File: config.mk
export PLATFORM = sky130hd
export DESIGN_NAME = perf_ctr_bank
export DESIGN_NICKNAME = d
export VERILOG_FILES = /design/src/rtl/perf_ctr_pkg.sv /design/src/rtl/perf_counter.sv /design/src/rtl/perf_mask.sv /design/src/rtl/perf_ctr_bank.sv
export SDC_FILE = /design/constraint.sdc
export NUM_CORES = 1
export LEC_CHECK = 0
export BUFFER_PORTS_ARGS = -buffer_cell sky130_fd_sc_hd__buf_2
export CORE_ASPECT_RATIO = 0.6
export CORE_MARGIN = 8
export CORE_UTILIZATION = 40
export DETAILED_ROUTE_END_ITERATION = 10
export GPL_TIMING_DRIVEN = 0
export SYNTH_ARGS = -nofsm -noshare
export SYNTH_HDL_FRONTEND = slang
export SYNTH_SLANG_ARGS = --single-unit
File: constraint.sdc
create_clock -name clk -period 7.1 [get_ports clk]
set_clock_uncertainty 0.1 [all_clocks]
set_input_delay 0 -clock clk [delete_from_list [all_inputs] [get_ports clk]]
set_output_delay 0 -clock clk [all_outputs]
set_load 0.01 [all_outputs]
File: src/rtl/perf_ctr_pkg.sv
package perf_ctr_pkg;

   // Register map (12-bit word addresses)
   localparam logic [11:0] A_CTRL     = 12'h400;
   localparam logic [11:0] A_CEN_CLR  = 12'h403;
   localparam logic [11:0] A_CEN_SET  = 12'h404;
   localparam logic [11:0] A_IEN_CLR  = 12'h405;
   localparam logic [11:0] A_IEN_SET  = 12'h406;
   localparam logic [11:0] A_OVF_CLR  = 12'h407;
   localparam logic [11:0] A_OVF_SET  = 12'h408;
   localparam logic [11:0] A_CYC_LO   = 12'h40A;
   localparam logic [11:0] A_CYC_HI   = 12'h40B;
   localparam logic [11:0] A_EVT_BASE = 12'h421;
   localparam int          EVT_STRIDE = 16;

   // Bit positions
   localparam int CYC_BIT     = 31;
   localparam int NUMEV_LSB   = 11;
   localparam int NUMEV_W     = 5;
   localparam int CTL_EN      = 0;
   localparam int CTL_RST_EVT = 1;
   localparam int CTL_RST_CYC = 2;

   typedef struct packed {
      logic en;
      logic rst_evt;
      logic rst_cyc;
   } ctl_cmd_t;

endpackage

File: src/rtl/perf_counter.sv
module perf_counter #(
   parameter int W  = 32,
   parameter int DW = 32
) (
   input  logic          clk,
   input  logic          rst_n,
   input  logic          clr,
   input  logic          wr_lo,
   input  logic          wr_hi,
   input  logic [DW-1:0] wdata,
   input  logic          inc,
   output logic [W-1:0]  cnt,
   output logic          wrap
);

   if (!(W == DW || W == 2*DW)) begin : g_bad_width
      $error("perf_counter: W must equal DW or 2*DW");
   end

   logic [W-1:0] cnt_q, cnt_d, wr_val;

   if (W > DW) begin : g_wide
      assign wr_val = {wr_hi ? wdata : cnt_q[W-1:DW],
                       wr_lo ? wdata : cnt_q[DW-1:0]};
   end else begin : g_narrow
      assign wr_val = wr_lo ? wdata : cnt_q;
   end

   always_comb begin
      cnt_d = cnt_q;
      wrap  = 1'b0;
      if (clr) begin
         cnt_d = '0;
      end else if (wr_lo || wr_hi) begin
         cnt_d = wr_val;
      end else if (inc) begin
         cnt_d = cnt_q + W'(1);
         wrap  = &cnt_q;
      end
   end

   always_ff @(posedge clk or negedge rst_n) begin
      if (!rst_n) cnt_q <= '0;
      else        cnt_q <= cnt_d;
   end

   assign cnt = cnt_q;

   // no stimulus, no change
   a_r5_hold_idle: assert property (@(posedge clk) disable iff (!rst_n)
      !(clr || wr_lo || wr_hi || inc) |=> $stable(cnt));
   // a write beats an increment
   a_r6_write_wins: assert property (@(posedge clk) disable iff (!rst_n)
      (wr_lo && !clr) |=> cnt[DW-1:0] == $past(wdata));
   // reset command zeroes
   a_r3_clr_zero: assert property (@(posedge clk) disable iff (!rst_n)
      clr |=> cnt == '0);
   // a wrap lands on zero
   a_r8_wrap_zero: assert property (@(posedge clk) disable iff (!rst_n)
      wrap |=> cnt == '0);

endmodule

File: src/rtl/perf_mask.sv
module perf_mask #(
   parameter int          W    = 32,
   parameter logic [W-1:0] IMPL = '1
) (
   input  logic         clk,
   input  logic         rst_n,
   input  logic         set_we,
   input  logic         clr_we,
   input  logic [W-1:0] wdata,
   input  logic [W-1:0] hw_set,
   output logic [W-1:0] q
);

   logic [W-1:0] q_r, q_d, set_m, clr_m;

   assign set_m = set_we ? wdata : '0;
   assign clr_m = clr_we ? wdata : '0;
   // hardware set is applied last so it overrides a software clear
   assign q_d   = ((q_r & ~clr_m) | set_m | hw_set) & IMPL;

   always_ff @(posedge clk or negedge rst_n) begin
      if (!rst_n) q_r <= '0;
      else        q_r <= q_d;
   end

   assign q = q_r;

   // hardware set wins over a clear in the same cycle
   a_r8_hw_set_wins: assert property (@(posedge clk) disable iff (!rst_n)
      (hw_set != '0) |=> ((q & $past(hw_set & IMPL)) == $past(hw_set & IMPL)));
   // zero bits written leave the mask alone
   a_r4_zero_no_effect: assert property (@(posedge clk) disable iff (!rst_n)
      ((set_we || clr_we) && wdata == '0 && hw_set == '0) |=> $stable(q));
   // a written clear bit is gone next cycle unless hardware set it
   a_r4_clear_acts: assert property (@(posedge clk) disable iff (!rst_n)
      (clr_we && !set_we) |=> ((q & $past(wdata) & ~$past(hw_set)) == '0));

endmodule

File: src/rtl/perf_ctr_bank.sv
module perf_ctr_bank #(
   parameter int NUM_EVT = 8,
   parameter int EVT_W   = 32,
   parameter int CYC_W   = 64,
   parameter int DATA_W  = 32,
   parameter int ADDR_W  = 12
) (
   input  logic               clk,
   input  logic               rst_n,
   input  logic [ADDR_W-1:0]  reg_addr,
   input  logic [DATA_W-1:0]  reg_wdata,
   input  logic               reg_wr,
   input  logic               reg_rd,
   output logic [DATA_W-1:0]  reg_rdata,
   input  logic [NUM_EVT-1:0] evt_in,
   output logic               irq
);
   import perf_ctr_pkg::*;

   localparam logic [DATA_W-1:0] IMPL_MASK =
      (DATA_W'(1) << CYC_BIT) | ((DATA_W'(1) << NUM_EVT) - DATA_W'(1));
   localparam logic [DATA_W-1:0] CTRL_ID =
      DATA_W'(NUM_EVT) << NUMEV_LSB;

   if (NUM_EVT < 1 || NUM_EVT > 31) begin : g_bad_num
      $error("perf_ctr_bank: NUM_EVT must be 1..31");
   end
   if (DATA_W != 32 || EVT_W != DATA_W) begin : g_bad_data
      $error("perf_ctr_bank: DATA_W and EVT_W must be 32");
   end
   if (ADDR_W < 12) begin : g_bad_addr
      $error("perf_ctr_bank: ADDR_W must be at least 12");
   end

   function automatic logic hit(input logic [ADDR_W-1:0] a, input logic [11:0] ref_a);
      return a == ADDR_W'(ref_a);
   endfunction

   // ---------------- control ----------------
   ctl_cmd_t cmd;
   logic     ctl_we, en_q;

   assign ctl_we      = reg_wr && hit(reg_addr, A_CTRL);
   assign cmd.en      = reg_wdata[CTL_EN];
   assign cmd.rst_evt = ctl_we && reg_wdata[CTL_RST_EVT];
   assign cmd.rst_cyc = ctl_we && reg_wdata[CTL_RST_CYC];

   always_ff @(posedge clk or negedge rst_n) begin
      if (!rst_n)      en_q <= 1'b0;
      else if (ctl_we) en_q <= cmd.en;
   end

   // ---------------- masks ----------------
   logic [DATA_W-1:0] cen, ien, ovf, wrap_vec;

   perf_mask #(.W(DATA_W), .IMPL(IMPL_MASK)) u_cen (
      .clk(clk), .rst_n(rst_n),
      .set_we(reg_wr && hit(reg_addr, A_CEN_SET)),
      .clr_we(reg_wr && hit(reg_addr, A_CEN_CLR)),
      .wdata(reg_wdata), .hw_set('0), .q(cen));

   perf_mask #(.W(DATA_W), .IMPL(IMPL_MASK)) u_ien (
      .clk(clk), .rst_n(rst_n),
      .set_we(reg_wr && hit(reg_addr, A_IEN_SET)),
      .clr_we(reg_wr && hit(reg_addr, A_IEN_CLR)),
      .wdata(reg_wdata), .hw_set('0), .q(ien));

   perf_mask #(.W(DATA_W), .IMPL(IMPL_MASK)) u_ovf (
      .clk(clk), .rst_n(rst_n),
      .set_we(reg_wr && hit(reg_addr, A_OVF_SET)),
      .clr_we(reg_wr && hit(reg_addr, A_OVF_CLR)),
      .wdata(reg_wdata), .hw_set(wrap_vec), .q(ovf));

   // ---------------- event counters ----------------
   logic [EVT_W-1:0]  evt_cnt  [NUM_EVT];
   logic [ADDR_W-1:0] evt_addr [NUM_EVT];
   logic [NUM_EVT-1:0] evt_wrap;

   for (genvar n = 0; n < NUM_EVT; n++) begin : g_evt
      assign evt_addr[n] = ADDR_W'(A_EVT_BASE) + ADDR_W'(n * EVT_STRIDE);
      perf_counter #(.W(EVT_W), .DW(DATA_W)) u_cnt (
         .clk(clk), .rst_n(rst_n),
         .clr(cmd.rst_evt),
         .wr_lo(reg_wr && reg_addr == evt_addr[n]),
         .wr_hi(1'b0),
         .wdata(reg_wdata),
         .inc(en_q && cen[n] && evt_in[n]),
         .cnt(evt_cnt[n]),
         .wrap(evt_wrap[n]));
   end

   // ---------------- cycle counter ----------------
   logic [CYC_W-1:0]  cyc_cnt;
   logic [DATA_W-1:0] cyc_hi;
   logic              cyc_wrap, cyc_wr_lo, cyc_wr_hi, cyc_inc;

   assign cyc_wr_lo = reg_wr && hit(reg_addr, A_CYC_LO);
   assign cyc_inc   = en_q && cen[CYC_BIT];

   if (CYC_W > DATA_W) begin : g_cyc_wide
      assign cyc_wr_hi = reg_wr && hit(reg_addr, A_CYC_HI);
      assign cyc_hi    = cyc_cnt[CYC_W-1:DATA_W];
   end else begin : g_cyc_narrow
      assign cyc_wr_hi = 1'b0;
      assign cyc_hi    = '0;
   end

   perf_counter #(.W(CYC_W), .DW(DATA_W)) u_cyc (
      .clk(clk), .rst_n(rst_n),
      .clr(cmd.rst_cyc),
      .wr_lo(cyc_wr_lo), .wr_hi(cyc_wr_hi),
      .wdata(reg_wdata),
      .inc(cyc_inc),
      .cnt(cyc_cnt),
      .wrap(cyc_wrap));

   assign wrap_vec = (DATA_W'(cyc_wrap) << CYC_BIT) | DATA_W'(evt_wrap);

   // ---------------- interrupt ----------------
   logic irq_q;
   always_ff @(posedge clk or negedge rst_n) begin
      if (!rst_n) irq_q <= 1'b0;
      else        irq_q <= |(ovf & ien);
   end
   assign irq = irq_q;

   // ---------------- read path ----------------
   logic [DATA_W-1:0] rd_val, rdata_q;
   logic              rd_hit;

   always_comb begin
      rd_val = '0;
      rd_hit = 1'b1;
      case (reg_addr)
         ADDR_W'(A_CTRL):                       rd_val = CTRL_ID | DATA_W'(en_q);
         ADDR_W'(A_CEN_CLR), ADDR_W'(A_CEN_SET): rd_val = cen;
         ADDR_W'(A_IEN_CLR), ADDR_W'(A_IEN_SET): rd_val = ien;
         ADDR_W'(A_OVF_CLR), ADDR_W'(A_OVF_SET): rd_val = ovf;
         ADDR_W'(A_CYC_LO):                     rd_val = cyc_cnt[DATA_W-1:0];
         ADDR_W'(A_CYC_HI):                     rd_val = cyc_hi;
         default:                               rd_hit = 1'b0;
      endcase
      for (int n = 0; n < NUM_EVT; n++) begin
         if (reg_addr == evt_addr[n]) begin
            rd_val = evt_cnt[n];
            rd_hit = 1'b1;
         end
      end
   end

   always_ff @(posedge clk or negedge rst_n) begin
      if (!rst_n)      rdata_q <= '0;
      else if (reg_rd) rdata_q <= rd_val;
   end
   assign reg_rdata = rdata_q;

   // every wrapping counter has its overflow flag next cycle
   a_r8_ovf_on_wrap: assert property (@(posedge clk) disable iff (!rst_n)
      (wrap_vec != '0) |=> ((ovf & $past(wrap_vec)) == $past(wrap_vec)));
   // no enabled overflow, interrupt low next cycle
   a_r10_irq_drop: assert property (@(posedge clk) disable iff (!rst_n)
      ((ovf & ien) == '0) |=> !irq);
   // an enabled overflow raises the interrupt next cycle
   a_r10_irq_rise: assert property (@(posedge clk) disable iff (!rst_n)
      ((ovf & ien) != '0) |=> irq);
   // enabled cycle counter steps by one
   a_r5_cycle_steps: assert property (@(posedge clk) disable iff (!rst_n)
      (cyc_inc && !cyc_wr_lo && !cyc_wr_hi && !cmd.rst_cyc)
      |=> cyc_cnt == $past(cyc_cnt) + CYC_W'(1));
   // unmapped reads return zero
   a_r11_unmapped_zero: assert property (@(posedge clk) disable iff (!rst_n)
      (reg_rd && !rd_hit) |=> reg_rdata == '0);
   // unimplemented mask bits never read as one
   a_r11_impl_only: assert property (@(posedge clk) disable iff (!rst_n)
      ((ovf | cen | ien) & ~IMPL_MASK) == '0);

endmodule

==> results_dict.tcl, run 1 <==
set metrics [dict create \
    status "complete, but fails checks" \
    violations "capacitance limit, slew limit" \
    vdd.ir_drop.worst_v 0.000187 \
    grt_use_met2 0.430 \
    crit_chain "buf_2 > nand4_1 > nor3_2 > nand4_1 > nor3_1 > xnor2_1 > a21oi_1" \
    yosys_register_bits 381 \
    grt_pass1_vias 23900 \
    period_share 0.538 \
    worstPathArrival_ps 4170 \
    syn-cell-area_um2 24400 \
    power_leakage_uw 0.0106 \
    hold_class "in2reg" \
    setup_violations 0 \
    yosysUniqueCellTypes 82 \
    maxCapViolCount 1 \
    clock-sinks 381 \
    numCtsBuffers 42 \
    crit_path_end_kind "flop" \
    rsz0062_at_grt "no" \
    critPathTopFamily "simple AND/OR/NAND/NOR gates" \
    final.fill_count 6028 \
    min_to "g_evt[6].u_cnt.cnt[23]$_DFFE_PN0P_" \
    drtIter0Drc 4742 \
    htreeDepth 2 \
    r2r_end "g_evt[5].u_cnt.cnt[30]$_DFFE_PN0P_" \
    utilization 0.454 \
    worst_pin_slew_ps 1560 \
    busiest_layer "met1" \
    relSlewSlack -0.0452 \
    drt_wl_total_um 126000 \
    grt_use_met1 0.540 \
    clock_latency_ps 610 \
    core_um2 60600 \
    drive_gt1_frac 0.0781 \
    ys.flop_type "dfrtp_1" \
    yosys_warnings 0 \
    final_antenna_net_count 0 \
    start_util 0.403 \
    synth_nets 2922 \
    die_w_um 335 \
    io_buffers 60 \
    cpPeakStageDelay_ps 890 \
    antenna_found_initial 6 \
    cts_root_buf "clkbuf_16" \
    async_reset_ff_frac 1.00 \
    die_area_um2 69500 \
    clock.fmax_mhz 262 \
    cp-start-kind "flop" \
    crit_type "reg2reg" \
    path_clk_slew_ps 70 \
    vias_per_cell 6.78 \
    cp.required_ps 7450 \
    post_cts_buffers 0 \
    pre_cts_ws_ps 3460 \
    area_growth_pct 12.7 \
    grt_usage 0.351 \
    path_buf_inv 1 \
    whs_ps 60.3 \
    post_drt_wl_per_cell_um 32.8 \
    dp_hpwl_um 94900 \
    r2r_setup_slack_ps 3280 \
    nets 3056 \
    crit_slowest_cell "nor3_2" \
    crit_fanout 10 \
    avgSynthCellArea_um2 8.54 \
    row_count 70 \
    drc 0 \
    cts_tree "done" \
    synth-seq-area-share 0.391 \
    drv_slew 7 \
    grt_use_met3 0.148 \
    hold_path_depth 3 \
    num_vias 26100 \
    grt_max_degree 116 \
    io-pin-count 89 \
    r2r_cells 7 \
    hold_viol 0 \
    grt_pass1_wl_um 179000 \
    synth_edf_count 0 \
    dr.pass1.iters 10 \
    postSynthCellCount 2857 \
    die_h_um 207 \
    overflow 0 \
    critPathMostFrequentCell "nand4_1" \
    min_from "reg_wdata[23]" \
    gp_congestion 1.05 \
    fin_tns_setup_ps 0 \
    p_per_area_nw_per_um2 176 \
    layout_min_cycle_time_ps 3820 \
    cts_max_path_buffers 3 \
    r2r-start "en_q$_DFFE_PN0P_" \
    finalWorstSetupSlack_ps 3280 \
]
Yosys cell counts, drive strengths merged (9+ instances only):
master   number  share of area
nor2b        22         0.0056
nor3         68          0.015
o22ai        31         0.0079
xor2        153          0.055
a21oi       258          0.053
nor2        223          0.034
o211ai       16         0.0049
mux4         21          0.019
nor4         30         0.0098
and3         61          0.016
a211oi       96          0.030
and2         27         0.0069
ha            9         0.0046
nand4        83          0.021
a31oi        28         0.0072
clkbuf      180          0.028
or2          10         0.0026
dfrtp       381           0.39
o2bb2ai       9         0.0032
a22oi        23         0.0071
a22o         24         0.0086
and4         43          0.015
xnor2        97          0.035
mux2i        13         0.0053
buf          56          0.011
a222oi       22         0.0090
a32oi        19         0.0068
o31a         10         0.0036
a221o        24         0.0098
nand3       145          0.030
nand2b       11         0.0028
nand2       221          0.034
o21ai       299          0.062
mux2         12         0.0055
inv          33         0.0051
metrics by stage:
stage                     area (µm²)  cells  power (µW)
after floorplan                24400   2857        2380
after global placement         25700   3745        2580
after detailed placement       25900   3753        2590
after CTS                      27500   3850        4830
after global routing           27500   3850        4930
final                          27500   3851        4840
cells in the final DEF, fill, tap and decap left out, types with 28 or more instances in the layout:
cell type,netlist,layout
and4_1,43,43
nor3_1,62,60
o21ai_0,288,288
dfrtp_1,381,381
inv_1,33,33
a21oi_1,258,258
a211oi_1,96,96
nor2_1,222,222
xnor2_1,97,97
nand3_1,144,144
nand4_1,83,83
xor2_1,153,153
and3_1,61,61
buf_2,30,89
clkbuf_1,178,188
o22ai_1,31,31
clkbuf_16,0,43
nand2_1,221,221
a31oi_1,28,28
area by class of cell:
type / instances / area (µm²) / area share
Antenna cell: 1 / 2.50 / 0.0000910
Buffer: 236 / 942 / 0.0343
Clock buffer: 63 / 1250 / 0.0455
Clock inverter: 12 / 88.8 / 0.00323
Inverter: 33 / 124 / 0.00450
Multi-Input combinational cell: 2207 / 13900 / 0.504
Sequential cell: 381 / 9530 / 0.347
Tap cell: 828 / 1040 / 0.0377
Timing Repair Buffer: 90 / 672 / 0.0244
state kept, by name (all words and copies together), names as in the netlist:
signal / cells
g_evt.u_cnt.cnt: 256
u_cyc.cnt: 64
u_cen.q: 9
u_ien.q: 9
u_ovf.q: 9
irq: 1
en_q: 1
reg_rdata: 32
worst register-to-register path, stage by stage, from the launching register on:
cell and delay [ps]:
dfrtp_1 620, buf_2 410, nand4_1 260, nor3_2 890
nand4_1 740, nor3_1 420, xnor2_1 170, a21oi_1 90
worst max path at each step:
stage                                   from                            endpoint  slack, ps  depth (start not counted)
CTS                         en_q$_DFFE_PN0P_  g_evt[2].u_cnt.cnt[15]$_DFFE_PN0P_       3500                          7
global route                en_q$_DFFE_PN0P_  g_evt[2].u_cnt.cnt[15]$_DFFE_PN0P_       3200                          7
floorplan           u_cyc.cnt[8]$_DFFE_PN0P_           u_cyc.cnt[51]$_DFFE_PN0P_       4740                          8
finish                      en_q$_DFFE_PN0P_  g_evt[5].u_cnt.cnt[30]$_DFFE_PN0P_       3280                          7
global placement                       rst_n  g_evt[7].u_cnt.cnt[25]$_DFFE_PN0P_      -2090                          1
detailed placement               reg_addr[4]  g_evt[0].u_cnt.cnt[27]$_DFFE_PN0P_       3460                          9
where the power goes:
part | switching (µW) | internal [µW] | total, µW
registers | 29.3 | 2190 | 2220
logic | 264 | 84.2 | 349
clock network | 1020 | 1250 | 2270
total | 1310 | 3530 | 4840
cells by family after synthesis:
kind of cell / count (synthesis) / share of synthesized area
AO/OA/AOI/OAI: 913 / 0.232
XOR/XNOR: 250 / 0.0897
adder cells (fa/ha/maj): 9 / 0.00461
buffers and inverters: 269 / 0.0436
flip-flops: 381 / 0.391
multiplexers: 46 / 0.0302
AND/OR/NAND/NOR: 989 / 0.209
timing repair:
item | in CTS | in global routing
hold buffers | 22 | 0
endpoints found under the hold margin | 391 | 0
resized for setup | 0 | 0
metal layers:
| metal | vias to the layer above | part of all wire |
|---|---|---|
| met5 | - | 0.00010 |
| met4 | 2 | 0.034 |
| met3 | 222 | 0.17 |
| met2 | 2060 | 0.36 |
| met1 | 13000 | 0.44 |
| li1 | 10800 | - |
Note: power is estimated with default switching activity, not from simulation.
==> run 2, diff against run 1 <==
clock period = 3.1 ns   (was 7.1 ns; I/O delays follow)
==> results_dict.tcl, run 2 (same netlist as run 1, synthesis figures left out) <==
set metrics [dict create \
    status "complete, but fails checks" \
    violations "capacitance limit, setup timing" \
    crit_type "in2reg" \
    die_h_um 207 \
    relSlewSlack 0.00725 \
    final_antenna_net_count 0 \
    p_per_area_nw_per_um2 398 \
    hold_viol 0 \
    cts_tree "done" \
    antenna_found_initial 5 \
    area_growth_pct 14.0 \
    grt_max_degree 116 \
    overflow 0 \
    drive_gt1_frac 0.0913 \
    clock_latency_ps 610 \
    cp-start-kind "input port" \
    die_w_um 335 \
    vdd.ir_drop.worst_v 0.000427 \
    grt_pass1_vias 23900 \
    num_vias 26400 \
    cp.required_ps 3510 \
    worstPathArrival_ps 3660 \
    dr.pass1.iters 10 \
    post_drt_wl_per_cell_um 32.9 \
    power_leakage_uw 0.0109 \
    period_share 1.05 \
    largest_reg_flops 256 \
    row_count 70 \
    drv_slew 0 \
    maxCapViolCount 2 \
    whs_ps 69.8 \
    cts_root_buf "clkbuf_16" \
    finalWorstSetupSlack_ps -144 \
    layout.cells.non_filler 3864 \
    cts_max_path_buffers 3 \
    crit_fanout 10 \
    hold_class "in2reg" \
    vias_per_cell 6.83 \
    crit_path_end_kind "flop" \
    worst_pin_slew_ps 1450 \
    nets 3069 \
    drt_wl_total_um 127000 \
    clock-sinks 381 \
    grt_usage 0.351 \
    grt_pass1_wl_um 180000 \
    layout_min_cycle_time_ps 3240 \
    numCtsBuffers 42 \
    core_um2 60600 \
    drtIter0Drc 4606 \
    htreeDepth 2 \
    dp_cells 3753 \
    path_clk_slew_ps 70 \
    setup_violations 4 \
    io_buffers 60 \
    drc 0 \
    start_util 0.403 \
    die_area_um2 69500 \
    clock.fmax_mhz 308 \
    dp_hpwl_um 94900 \
    final_cell_mix "380 x dfrtp_1, 288 x o21ai_0, 258 x a21oi_1" \
    io-pin-count 89 \
    fin_total_pwr_uw 11100 \
    gp_congestion 1.05 \
    final_common_cell "dfrtp_1" \
]
[run 2: changes by cell type in the layout (fill, tap and decap cells not counted), moves of 3 or more]
cell      delta
nor4_2       +5
nor4_1       -7
nor2_2       +3
nor3_4       +8
nor2_1       -4
buf_4       +14
clkbuf_2     +3
nor3_1       -8
clkbuf_1     -7
[run 2: per-layer routing]
metal | up-vias | routed length (µm) | global-route usage
li1 | 10900 | - | -
met1 | 13300 | 55900 | 0.543
met2 | 2038 | 45800 | 0.430
met3 | 214 | 21000 | 0.145
met4 | 2 | 4170 | 0.101
met5 | - | 65 | 0
[run 2: stage by stage]
step	TNS, ps	utilization	area (µm²)	setup WS, ps
after global routing	-40.2	0.459	27800	-32.3
final	-315	0.459	27800	-144
after floorplan	0	-	24400	742
after CTS	-127	0.456	27600	-65.2
after detailed placement	-72940	0.428	25900	-538
after global placement	-2419070	0.425	25700	-6090
[run 2: critical path: stages]
cell,delay (ps)
buf_2,170
nor4bb_1,1170
and4_1,310
clkbuf_1,300
clkbuf_1,760
nand2_1,300
o221ai_1,240
a21oi_1,220
o2bb2ai_1,180
[run 2: worst paths after layout]
path / from / endpoint / slack (ps) / cells past startpoint
hold / removal: reg_wdata[23] / g_evt[6].u_cnt.cnt[23]$_DFFE_PN0P_ / 70 / 3
hold reg to reg: u_ien.q[31]$_DFF_PN0_ / u_ien.q[31]$_DFF_PN0_ / 470 / 1
max in group asynchronous: rst_n / u_cyc.cnt[58]$_DFFE_PN0P_ / 1400 / 5
setup reg to reg: u_ien.q[7]$_DFF_PN0_ / reg_rdata[7]$_DFFE_PN0P_ / -130 / 6
setup / recovery: reg_addr[3] / reg_rdata[3]$_DFFE_PN0P_ / -140 / 9
min in group asynchronous: rst_n / g_evt[6].u_cnt.cnt[1]$_DFFE_PN0P_ / 490 / 4
[run 2: what timing repair did]
item	CTS	global route
buffers inserted	1	14
hold buffers	23	0
endpoints found under the setup margin	83	99
resized for setup	20	23
pin swaps	2	9
endpoints found under the hold margin	389	0
[run 2: cell type report]
class,count,area (µm²)
multi-input cells,2207,14000
repair buffers,106,820
plain buffers,233,941
clock inverters,12,88.8
inverters,33,124
well taps,828,1040
fillers,6006,32800
flip-flops and latches,381,9540
diodes,1,2.50
clock buffers,63,1250
[run 2: report_power, final]
group / internal (µW) / total (µW) / switching, µW
sequential: 5020 / 5090 / 67.5
combinational: 194 / 803 / 609
clock: 2870 / 5190 / 2320
